===== config.mk =====
export PLATFORM = sky130hd
export DESIGN_NAME = txdom_guard
export DESIGN_NICKNAME = d
export VERILOG_FILES = /design/src/rtl/txg_pkg.sv /design/src/rtl/txg_timer.sv /design/src/rtl/txg_thermal.sv /design/src/rtl/txg_channel.sv /design/src/rtl/txdom_guard.sv
export SDC_FILE = /design/constraint.sdc
export NUM_CORES = 1
export LEC_CHECK = 0
export BUFFER_PORTS_ARGS = -buffer_cell sky130_fd_sc_hd__buf_2
export CORE_MARGIN = 1.5
export CORE_UTILIZATION = 30
export CTS_BUF_LIST = sky130_fd_sc_hd__clkbuf_4 sky130_fd_sc_hd__clkbuf_8
export DETAILED_ROUTE_END_ITERATION = 7
export MAX_ROUTING_LAYER = met4
export PLACE_DENSITY_LB_ADDON = 0.3
export SLEW_MARGIN = 20
export SYNTH_ARGS = -nofsm -noshare
export SYNTH_HDL_FRONTEND = slang
export SYNTH_SLANG_ARGS = --single-unit

===== constraint.sdc =====
create_clock -name clk -period 2.5 [get_ports clk]
set_input_delay 0.125 -clock clk [delete_from_list [all_inputs] [get_ports clk]]
set_output_delay 0.125 -clock clk [all_outputs]
set_load 0.05 [all_outputs]

===== src/rtl/txg_pkg.sv =====
package txg_pkg;

    // Per-channel request as seen at the block inputs.
    typedef struct packed {
        logic dom_req;   // transmit input low
        logic in_norm;   // channel in normal mode
    } txg_req_t;

    // Per-channel inhibit reasons.
    typedef struct packed {
        logic expired;   // dominant run reached the limit
        logic hot;       // thermal inhibit (live flag or latch)
    } txg_inh_t;

    function automatic int unsigned txg_cnt_w(input int unsigned limit);
        return (limit < 2) ? 1 : $clog2(limit + 1);
    endfunction

    function automatic logic txg_may_drive(input txg_req_t r, input txg_inh_t i);
        return r.dom_req & r.in_norm & ~i.expired & ~i.hot;
    endfunction

endpackage


===== src/rtl/txg_timer.sv =====
module txg_timer
    import txg_pkg::*;
#(
    parameter int unsigned TMO_CYCLES = 250000
) (
    input  logic clk,
    input  logic rst,
    input  logic run,
    output logic expired
);
    localparam int unsigned CW = txg_cnt_w(TMO_CYCLES);
    localparam logic [CW-1:0] LIMIT = CW'(TMO_CYCLES);

    logic [CW-1:0] cnt_q;

    // Saturating count of consecutive cycles with run set.
    always_ff @(posedge clk) begin
        if (rst || !run) begin
            cnt_q <= '0;
        end else if (cnt_q != LIMIT) begin
            cnt_q <= cnt_q + 1'b1;
        end
    end

    assign expired = (cnt_q == LIMIT);
endmodule


===== src/rtl/txg_thermal.sv =====
module txg_thermal (
    input  logic clk,
    input  logic rst,
    input  logic ovt,
    input  logic txd_high,
    output logic hot
);
    logic lat_q;

    // Set by the flag; released only with flag gone and input recessive.
    always_ff @(posedge clk) begin
        if (rst) begin
            lat_q <= 1'b0;
        end else if (ovt) begin
            lat_q <= 1'b1;
        end else if (txd_high) begin
            lat_q <= 1'b0;
        end
    end

    assign hot = ovt | lat_q;
endmodule


===== src/rtl/txg_channel.sv =====
module txg_channel
    import txg_pkg::*;
#(
    parameter int unsigned TMO_CYCLES = 250000
) (
    input  logic clk,
    input  logic rst,
    input  logic txd,
    input  logic normal,
    input  logic ovt,
    output logic drv_dom
);
    txg_req_t req;
    txg_inh_t inh;

    assign req.dom_req = ~txd;
    assign req.in_norm = normal;

    txg_timer #(.TMO_CYCLES(TMO_CYCLES)) u_timer (
        .clk     (clk),
        .rst     (rst),
        .run     (req.dom_req & req.in_norm),
        .expired (inh.expired)
    );

    txg_thermal u_therm (
        .clk      (clk),
        .rst      (rst),
        .ovt      (ovt),
        .txd_high (txd),
        .hot      (inh.hot)
    );

    assign drv_dom = ~rst & txg_may_drive(req, inh);
endmodule


===== src/rtl/txdom_guard.sv =====
module txdom_guard
    import txg_pkg::*;
#(
    parameter int unsigned NCH        = 2,
    parameter int unsigned TMO_CYCLES = 250000
) (
    input  logic           clk,
    input  logic           rst,
    input  logic [NCH-1:0] txd_i,
    input  logic [NCH-1:0] normal_i,
    input  logic           ovt_i,
    output logic [NCH-1:0] drv_dom_o
);
    for (genvar c = 0; c < NCH; c++) begin : g_ch
        txg_channel #(.TMO_CYCLES(TMO_CYCLES)) u_ch (
            .clk     (clk),
            .rst     (rst),
            .txd     (txd_i[c]),
            .normal  (normal_i[c]),
            .ovt     (ovt_i),
            .drv_dom (drv_dom_o[c])
        );
    end
endmodule


# Word level (Yosys, flattened, before mapping)
# Cells that the tools add are included.
# totals
reg_bits	38
latch_bits	0
ram_bits	0
romBits	0
inputBits	7
word_cells	37
n_memories	0
# classes
add_sub_neg	2
mul	0
div_mod_pow	0
n_lt_le_gt_ge	0
n_eq_ne	4
shifts	0
mux	4
bitwise_logic	17
reduce_logical	6
# ops
operator	count
$add 18x1->18 const B	2
$eq 18x18->1 const B	2
$ne 18x18->1 const B	2
$and 1x1->1	8
$not 1->1	7
$mux 1	4
$reduce_bool 2->1	2
$logic_not 1->1	2
$logic_or 1x1->1	2
$or 1x1->1	2

# Longest topological paths before layout
# Gate-level depths: netlist (run 1).
# depth
depth_word	5
mapped_depth	6
mapped_depth_nobuf	5

# By module
# From an unflattened synthesis (run 1), not the netlist that was laid out.
# unflattened
cells_unflattened	234
hier_area_um2	2029.4
# by_module_without_submodules
mod	n_inst	cells_each	area_each_um2	seq_area_each_um2
txg_timer	2	110	932.1	360.3
txg_thermal	2	5	45.0	20.0
txg_channel	2	2	37.5	0.0

# Worst setup path before layout (run 1)
# Ideal clock, no wire load.
# synth_path
path_type	register to register
startpoint	reg g_ch[0].u_ch.u_timer.cnt_q[0]
endpoint	reg g_ch[0].u_ch.u_timer.cnt_q[16]
setup_ns	0.062
t_arrival_ns	1.677
t_required_ns	2.438
slack_ns	0.760
path_stages_with_launch	6
period_less_slack_ns	1.740
path_cell_list	dfxtp_1 > ha_1 > nand3_1 > or4_4 > or4_1 > nand2_1
# synth_via
elab_chain_len	1
word_cells_on_any_way	2
# synth_rtl
element	line_no	rtl
from (decl)	txg_timer.sv:14	logic [CW-1:0] cnt_q;
from (signal assigned)	txg_timer.sv:21	cnt_q <= cnt_q + 1'b1;
$add 18x1->18 or $ne 18x18->1 (tied branches)	txg_timer.sv:21, txg_timer.sv:20	
# Several ways; a longest one is shown, not always the timed one.
# A chain may end at the register's enable or synchronous reset.

# Final worst setup path (run 1)
# layout_path
startpoint	reg g_ch[0].u_ch.u_timer.cnt_q[13]
endpoint	out drv_dom_o[0]
# layout_via
elab_chain_len	5
# layout_rtl
element	line_no	rtl
$eq 18x18->1	txg_timer.sv:25	assign expired = (cnt_q == LIMIT);
$not 1->1	txg_pkg.sv:20	return r.dom_req & r.in_norm & ~i.expired & ~i.hot;
$and 1x1->1 (2 in a row)	txg_pkg.sv:20	
$and 1x1->1	txg_channel.sv:34	assign drv_dom = ~rst & txg_may_drive(req, inh);
to (decl)	txdom_guard.sv:12	output logic [NCH-1:0] drv_dom_o
# Every way passes these cells.

==> results.md, run 1 <==
- Run status: completed
- Gate count after technology mapping: 222
- Core region area: 0.00592 sq mm
- Sequential Power Share: 0.562
- Total standard cell area after synthesis: around 0.0018 sq mm
- Port buffer count: 8
- Leakage power of the design: roughly 0.67 nW
- Final-report hold violation count: 0
- Critical path buffers and inverters: 1
- Worst setup path category: flip-flop to output port
- DRC errors left: 0
- Clock period minus final worst setup slack: 2.12 ns
- Top Ports: 9
- Setup TNS Final: 0 ns
- Effective utilization at floorplan: 0.311
- Met3 wire length: ~130 um
- Sinks on Clock Net: 38
- Buffers from clock root to sink, at most: 2
- Flops & latches, synth: 38
- Buffers inserted by post-CTS timing repair: 0
- CP startpoint kind: flip-flop
- Global route total overflow: 0
- Source of the worst register-to-register timing path: g_ch[1].u_ch.u_timer.cnt_q[1]
- Most frequently used flop master after synthesis: sky130_fd_sc_hd__dfxtp_1
- Post-Synthesis Net Count: around 230
- Global-route wire length before repair: roughly 6.4 mm
- Worst Path Arrival: between 1.5 and 2 ns
- Total track usage: 0.129
- Pin count of the biggest net entering global routing: 17
- Max Cap Violations: 0
- Clock latency reported for the late side of the worst-skew pair: between 0.2 and 0.3 ns
- Capturing element type of the critical path: output port
- Clock tree root driver cell: sky130_fd_sc_hd__clkbuf_8
- Antenna violations before repair: 0
- Depth of the worst hold-timing path: 2
- Die H: just over 80 um
- PostCTS Resize Cnt: 0
- Synth-to-Final Area Change: 13.0%
- Family with the most delay on the worst path: simple AND/OR/NAND/NOR gates
- # diodes: 0
- Max Slew Vio Count: 0
- Worst Reg2Reg Path Length in Cells: 5
- Distinct cell type count after synthesis: 35
- TritonCTS clock tree: done
- Detailed Route Iter0 Violations: approximately 100
- Relative slew margins: 0.484
- Most frequent cells in the layout: sky130_fd_sc_hd__dfxtp_1 (38), sky130_fd_sc_hd__nor2_1 (33), sky130_fd_sc_hd__nand2_1 (26)
- Switching portion of total power: 0.216
- DRT met1 WL: 1.87 mm
- Top fanout value on the critical path: 5
- Most common cell after layout, fill and taps aside: sky130_fd_sc_hd__dfxtp_1
- Routability congestion estimate from global placement: roughly 0.75
- Clock power share: 0.406
- Standard-cell rows: 28
- Path length in cells of the critical path: 5
- Delay of the slowest cell on the worst path: between 0.5 and 0.6 ns
- Highest routed metal layer: met4
- Share of final-layout standard cells stronger than drive strength 1: 0.130
- Avg WL per Cell: about 11 um
- Slew at the pin with the worst max-slew slack: 0.772 ns
- Top achievable clock speed: around 0.47 GHz
- Slowest cell on crit path: sky130_fd_sc_hd__nor4_2
- NetSw: 0.000235 W
- Post-detailed-route via-to-cell ratio: between 4 and 5
- Number of synthesis warnings: 0
- Maximum level of the CTS H-tree: 2
- Internal cell power: between 0.0008 and 0.0009 W
- Worst endpoint required time: roughly 2.4 ns
- First drt pass iteration count: 4
- Final WL: 3.57 mm
- Final count of negative-setup-slack endpoints: 0
- Number of global-route vias before repair: ~1400
- Portion of the clock cycle consumed by the worst path in the final layout: 0.846
- Final cell count without fillers: 313
- Hold path startpoint: rst
- Max VDD drop: 261 uV
- Share of flip-flops with an asynchronous set or reset after synthesis: 0
- WL met2: approximately 1.5 mm
- X dimension of the die: 81.4 um
- Part of the power in combinational logic: 0.032
- Half-perimeter wire length after detailed placement: ~2.6 mm
- Part of the Yosys area used for sequential elements: 0.413
- Number of cells after detailed placement: slightly above 300
- Path category of the worst min-delay check: input pin to flip-flop
- Clock input transition at the sequential cells of the worst setup and hold paths: ~0.070 ns
- Final ANT Viol Nets: 0
- Critical-path cell list: nor4b_1 -> nand3_1 -> nor4_2 -> nor4_1 -> buf_2
- Hold buffer count at cts: 0
- Power density over cell area: approximately 520 mW/mm^2
- Mean cell area of the mapped netlist: 8.30 sq um
- Count of flip-flops with a built-in enable after synthesis: 0
- Number of fill cells: 604
- RSZ-0062 raised after global routing: no
- Vias post-DR: between 1500 and 2000
- Die area: 0.00662 sq mm
- Worst setup path startpoint: g_ch[0].u_ch.u_timer.cnt_q[13]
- Setup Skew: 0.00427 ns
- Nets: between 200 and 250
- Hold Worst Slack: roughly 0.065 ns
- Total clock buffers created by CTS: 5
## final timing paths
check                                        end  slack (ns)
setup / recovery                    drv_dom_o[0]        0.38
setup reg to reg  g_ch[1].u_ch.u_timer.cnt_q[16]        0.64
hold reg to reg   g_ch[1].u_ch.u_timer.cnt_q[17]        0.49
hold / removal        g_ch[1].u_ch.u_therm.lat_q        0.06
## Yosys cell counts (2+ instances only)
master | instances | area (sq um)
sky130_fd_sc_hd__mux2i_1 | 4 | 40.0
sky130_fd_sc_hd__or3_1 | 3 | 18.8
sky130_fd_sc_hd__nor3b_1 | 2 | 15.0
sky130_fd_sc_hd__or4_1 | 2 | 15.0
sky130_fd_sc_hd__nand4_1 | 5 | 31.3
sky130_fd_sc_hd__inv_1 | 11 | 41.3
sky130_fd_sc_hd__a21oi_1 | 10 | 50.1
sky130_fd_sc_hd__and3_1 | 2 | 12.5
sky130_fd_sc_hd__o21ai_0 | 7 | 35.0
sky130_fd_sc_hd__ha_1 | 4 | 50.1
sky130_fd_sc_hd__a31o_2 | 3 | 26.3
sky130_fd_sc_hd__nor3_1 | 9 | 45.0
sky130_fd_sc_hd__xor2_1 | 7 | 61.3
sky130_fd_sc_hd__nand3_1 | 14 | 70.1
sky130_fd_sc_hd__xnor2_1 | 13 | 114
sky130_fd_sc_hd__nor2_1 | 33 | 124
sky130_fd_sc_hd__clkbuf_1 | 3 | 11.3
sky130_fd_sc_hd__nand2_1 | 26 | 97.6
sky130_fd_sc_hd__dfxtp_1 | 38 | 761
sky130_fd_sc_hd__or4_4 | 2 | 22.5
sky130_fd_sc_hd__nor4_1 | 6 | 37.5
sky130_fd_sc_hd__nand3b_1 | 4 | 30.0
sky130_fd_sc_hd__buf_4 | 2 | 15.0
## worst register-to-register path, stage by stage, from the launching register on
cell                      delay [ns]
sky130_fd_sc_hd__dfxtp_1        0.42
sky130_fd_sc_hd__ha_1           0.26
sky130_fd_sc_hd__nand2_1        0.13
sky130_fd_sc_hd__nor4_1         0.36
sky130_fd_sc_hd__or4b_1         0.48
sky130_fd_sc_hd__a21oi_1        0.14
## per-layer routing
layer  global-route usage  vias up
met2                0.184       25
met3               0.0236        7
met5                    -        -
met4               0.0621        0
li1                     -      808
met1                0.172      695
## cell type report
type                       count  area (sq um)  area share
clock buffer                   7          90.1      0.0432
clock inverter                 1          5.00     0.00240
inverter                      11          41.3      0.0198
multi-input combinational    168          1010       0.487
sequential                    38           761       0.365
tap                           75          93.8      0.0450
timing repair buffer          13          77.6      0.0372
## metrics by stage
step	setup slack, ns	utilization	cell area (sq um)	total power, W
final	0.385	0.352	2080	0.00109
after floorplan	0.760	-	1840	0.000645
after global placement	0.673	0.336	1990	0.000661
after detailed placement	0.638	0.336	1990	0.000661
after global routing	0.156	0.352	2080	0.00113
after CTS	0.310	0.352	2080	0.00111
## state kept, by name (all words and copies together), names as in the netlist
name                     cells
g_ch.u_ch.u_timer.cnt_q     36
g_ch.u_ch.u_therm.lat_q      2
## power by group through the flow
stage / Clock, W / Sequential [W] / Combinational [W]
floorplan: 0 / 0.000625 / 0.0000202
global placement: 0 / 0.000626 / 0.0000345
detailed placement: 0 / 0.000626 / 0.0000347
CTS: 0.000460 / 0.000612 / 0.0000349
global route: 0.000483 / 0.000612 / 0.0000391
finish: 0.000442 / 0.000612 / 0.0000345
## logic make-up after synthesis
group / synth area share
AOI/OAI and AO/OA: 0.0733
xor gates and xnor gates: 0.0950
adders and majority gates: 0.0272
buffers and inverters: 0.0367
DFF: 0.413
muxes: 0.0217
and+or+nand+nor: 0.333
Power figures use the tool's default switching activity.
==> inputs of run 2 (changes only) <==
clock period = 2.1 ns   (was 2.5 ns; I/O delays follow)
==> run 2 against run 1 <==
Design area is 0.84% higher; first-iteration DRC count decreased by 45%; sequential share of layout area fell by 0.30 points; non-clock buffer count increased by 4; combinational power increased by 22%; register-to-register slack worse by 0.42 ns; sequential power is 19% higher; routed wire length rose by 2.8%; highest routed layer unchanged.
==> results.md, run 2 (synthesis gave the netlist of run 1 again) <==
- Run status: completed (unchanged)
- Global-route wire length before repair: 6.24 mm (was 6.35 mm)
- Top fanout value on the critical path: 5 (unchanged)
- RSZ-0062 raised after global routing: no (unchanged)
- Internal cell power: 0.000993 W (was 0.000854 W)
- Port buffer count: 8 (unchanged)
- Capturing element type of the critical path: flip-flop (was output port)
- Final ANT Viol Nets: 0 (unchanged)
- Core region area: 0.00592 sq mm (unchanged)
- Maximum level of the CTS H-tree: 2 (unchanged)
- Power density over cell area: 600 mW/mm^2 (was 523 mW/mm^2)
- Vias post-DR: 1535 (unchanged)
- Total track usage: 0.126 (was 0.129)
- Number of fill cells: 609 (was 604)
- Critical-path cell list: ha_1 -> nand3_1 -> or4_4 -> or4_1 -> nand2_1 (was nor4b_1 -> nand3_1 -> nor4_2 -> nor4_1 -> buf_2)
- Setup Skew: 0.00267 ns (was 0.00427 ns)
- Clock latency reported for the late side of the worst-skew pair: 0.29 ns (about the same)
- Nets: 252 (was 248)
- Pin count of the biggest net entering global routing: 16 (was 17)
- Portion of the clock cycle consumed by the worst path in the final layout: 0.898
- Slowest cell on crit path: sky130_fd_sc_hd__or4_4 (was sky130_fd_sc_hd__nor4_2)
- Path category of the worst min-delay check: input pin to flip-flop (unchanged)
- Most common cell after layout, fill and taps aside: sky130_fd_sc_hd__dfxtp_1 (unchanged)
- Register ranked first by flip-flop count: g_ch.u_ch.u_timer.cnt_q (unchanged)
- Path length in cells of the critical path: 5 (unchanged)
- Buffers from clock root to sink, at most: 2 (unchanged)
- Sinks on Clock Net: 38 (unchanged)
- Most frequent cells in the layout: sky130_fd_sc_hd__dfxtp_1 (38), sky130_fd_sc_hd__nor2_1 (33), sky130_fd_sc_hd__nand2_1 (26) (unchanged)
- Clock power share: 0.388 (was 0.406)
- Routability congestion estimate from global placement: 0.800 (was 0.750)
- Top Ports: 9 (unchanged)
- NetSw: 0.000266 W (was 0.000235 W)
- # diodes: 0 (unchanged)
- Delay of the slowest cell on the worst path: 0.57 ns (was 0.52 ns)
- Post-detailed-route via-to-cell ratio: 4.87 (was 4.90)
- Max Slew Vio Count: 0 (unchanged)
- Die H: 81.4 um (unchanged)
- Hold buffer count at cts: 0 (unchanged)
- PnR Total Power: 0.00126 W (was 0.00109 W)
- Share of final-layout standard cells stronger than drive strength 1: 0.138 (was 0.130)
- Final WL: 3.67 mm (was 3.57 mm)
- Max VDD drop: 251 uV (was 261 uV)
- Max Cap Violations: 0 (unchanged)
- Worst Path Arrival: 2.12 ns (was 1.99 ns)
- Sequential Power Share: 0.579 (was 0.562)
- Leakage power of the design: 0.681 nW (was 0.671 nW)
- First drt pass iteration count: 4 (unchanged)
- Clock input transition at the sequential cells of the worst setup and hold paths: 0.07 ns (about the same)
- Registers with the highest flip-flop counts: g_ch.u_ch.u_timer.cnt_q x36, g_ch.u_ch.u_therm.lat_q x2 (unchanged)
- Clock tree root driver cell: sky130_fd_sc_hd__clkbuf_8 (unchanged)
- Worst setup path category: flip-flop to flip-flop (was flip-flop to output port)
- Depth of the worst hold-timing path: 2 (unchanged)
- Global route total overflow: 0 (unchanged)
- Detailed Route Iter0 Violations: 57 (was 104)
- Post-route design area: 0.00210 sq mm (was 0.00208 sq mm)
- Antenna violations before repair: 0 (unchanged)
- Top achievable clock speed: 0.531 GHz
- Area occupied by multi-input gates: 0.00101 sq mm (unchanged)
- TritonCTS clock tree: done (unchanged)
- PostCTS Resize Cnt: 0 (unchanged)
- Worst endpoint required time: 2.33 ns (was 2.38 ns)
- Final count of negative-setup-slack endpoints: 0 (unchanged)
- Half-perimeter wire length after detailed placement: 2.67 mm (was 2.61 mm)
- Avg WL per Cell: 11.6 um (was 11.4 um)
- Worst-case setup slack after placement: 0.232 ns (was 0.638 ns)
- Synth-to-Final Area Change: 14.0% (was 13.0%)
- Buffers inserted by post-CTS timing repair: 0 (unchanged)
- Setup TNS Final: 0 ns (unchanged)
- Max FFs per register: 36 (unchanged)
- Slew at the pin with the worst max-slew slack: 0.432 ns (was 0.772 ns)
- Number of global-route vias before repair: 1363 (was 1391)
- Standard-cell rows: 28 (unchanged)
- Post-placement cell area: 0.00202 sq mm (was 0.00199 sq mm)
- Final Worst Setup Slack: 0.215 ns (was 0.385 ns)
- Clock period minus final worst setup slack: between 1.5 and 2 ns
- DRC errors left: 0 (unchanged)
- Die area: 0.00662 sq mm (unchanged)
- CP startpoint kind: flip-flop (unchanged)
- X dimension of the die: 81.4 um (unchanged)
- Critical path buffers and inverters: 0 (was 1)
- Combined flip-flop and latch cell area: 761 sq um (unchanged)
- Family with the most delay on the worst path: simple AND/OR/NAND/NOR gates (unchanged)
- Switching portion of total power: 0.212 (was 0.216)
- Part of the power in combinational logic: 0.033 (was 0.032)
- Final-report hold violation count: 0 (unchanged)
- Total clock buffers created by CTS: 5 (unchanged)
- Effective utilization at floorplan: 0.311 (unchanged)
- Relative slew margins: 0.709 (was 0.484)
- Worst Reg2Reg Path Length in Cells: 5 (unchanged)
run 2: through the flow:
step                 util  std cells  hold WS, ns
floorplan               -        222        0.177
global placement    0.341        309        0.346
detailed placement  0.341        309        0.352
CTS                 0.355        315       0.0387
global route        0.355        315       0.0530
finish              0.355        315       0.0492
run 2: power by group through the flow:
stage	combinational [W]	clock [W]	sequential, W
after CTS	0.0000428	0.000513	0.000729
after global routing	0.0000469	0.000531	0.000729
after detailed placement	0.0000427	0	0.000745
after floorplan	0.0000240	0	0.000744
after global placement	0.0000424	0	0.000745
final	0.0000420	0.000489	0.000729
run 2: worst reg2reg max path: stages, from the launching register on:
cell                      delay (ns)
sky130_fd_sc_hd__dfxtp_1        0.40
sky130_fd_sc_hd__ha_1           0.22
sky130_fd_sc_hd__nand3_1        0.17
sky130_fd_sc_hd__or4_4          0.57
sky130_fd_sc_hd__or4_1          0.40
sky130_fd_sc_hd__nand2_1        0.07
run 2: worst paths after layout:
check                                      start                        endpoint  slack (ns)
hold / removal                               rst      g_ch[1].u_ch.u_therm.lat_q        0.05
setup reg to reg   g_ch[0].u_ch.u_timer.cnt_q[0]  g_ch[0].u_ch.u_timer.cnt_q[16]        0.22
setup / recovery   g_ch[0].u_ch.u_timer.cnt_q[0]  g_ch[0].u_ch.u_timer.cnt_q[16]        0.22
hold reg to reg   g_ch[1].u_ch.u_timer.cnt_q[16]  g_ch[1].u_ch.u_timer.cnt_q[16]        0.49
run 2: area by class of cell:
class	instances	share of cell area
tap	75	0.0447
clock buffer	6	0.0393
inverter	11	0.0197
sequential	38	0.362
timing repair buffer	17	0.0512
multi-input combinational	168	0.483
run 2: metal layers:
| layer | vias to the layer above | track usage | wire length (um) |
|---|---|---|---|
| met1 | 703 | 0.168 | 1960 |
| met4 | 0 | 0.0517 | 58 |
| li1 | 809 | - | - |
| met3 | 7 | 0.0270 | 98 |
| met2 | 16 | 0.182 | 1550 |
| met5 | - | - | 0 |
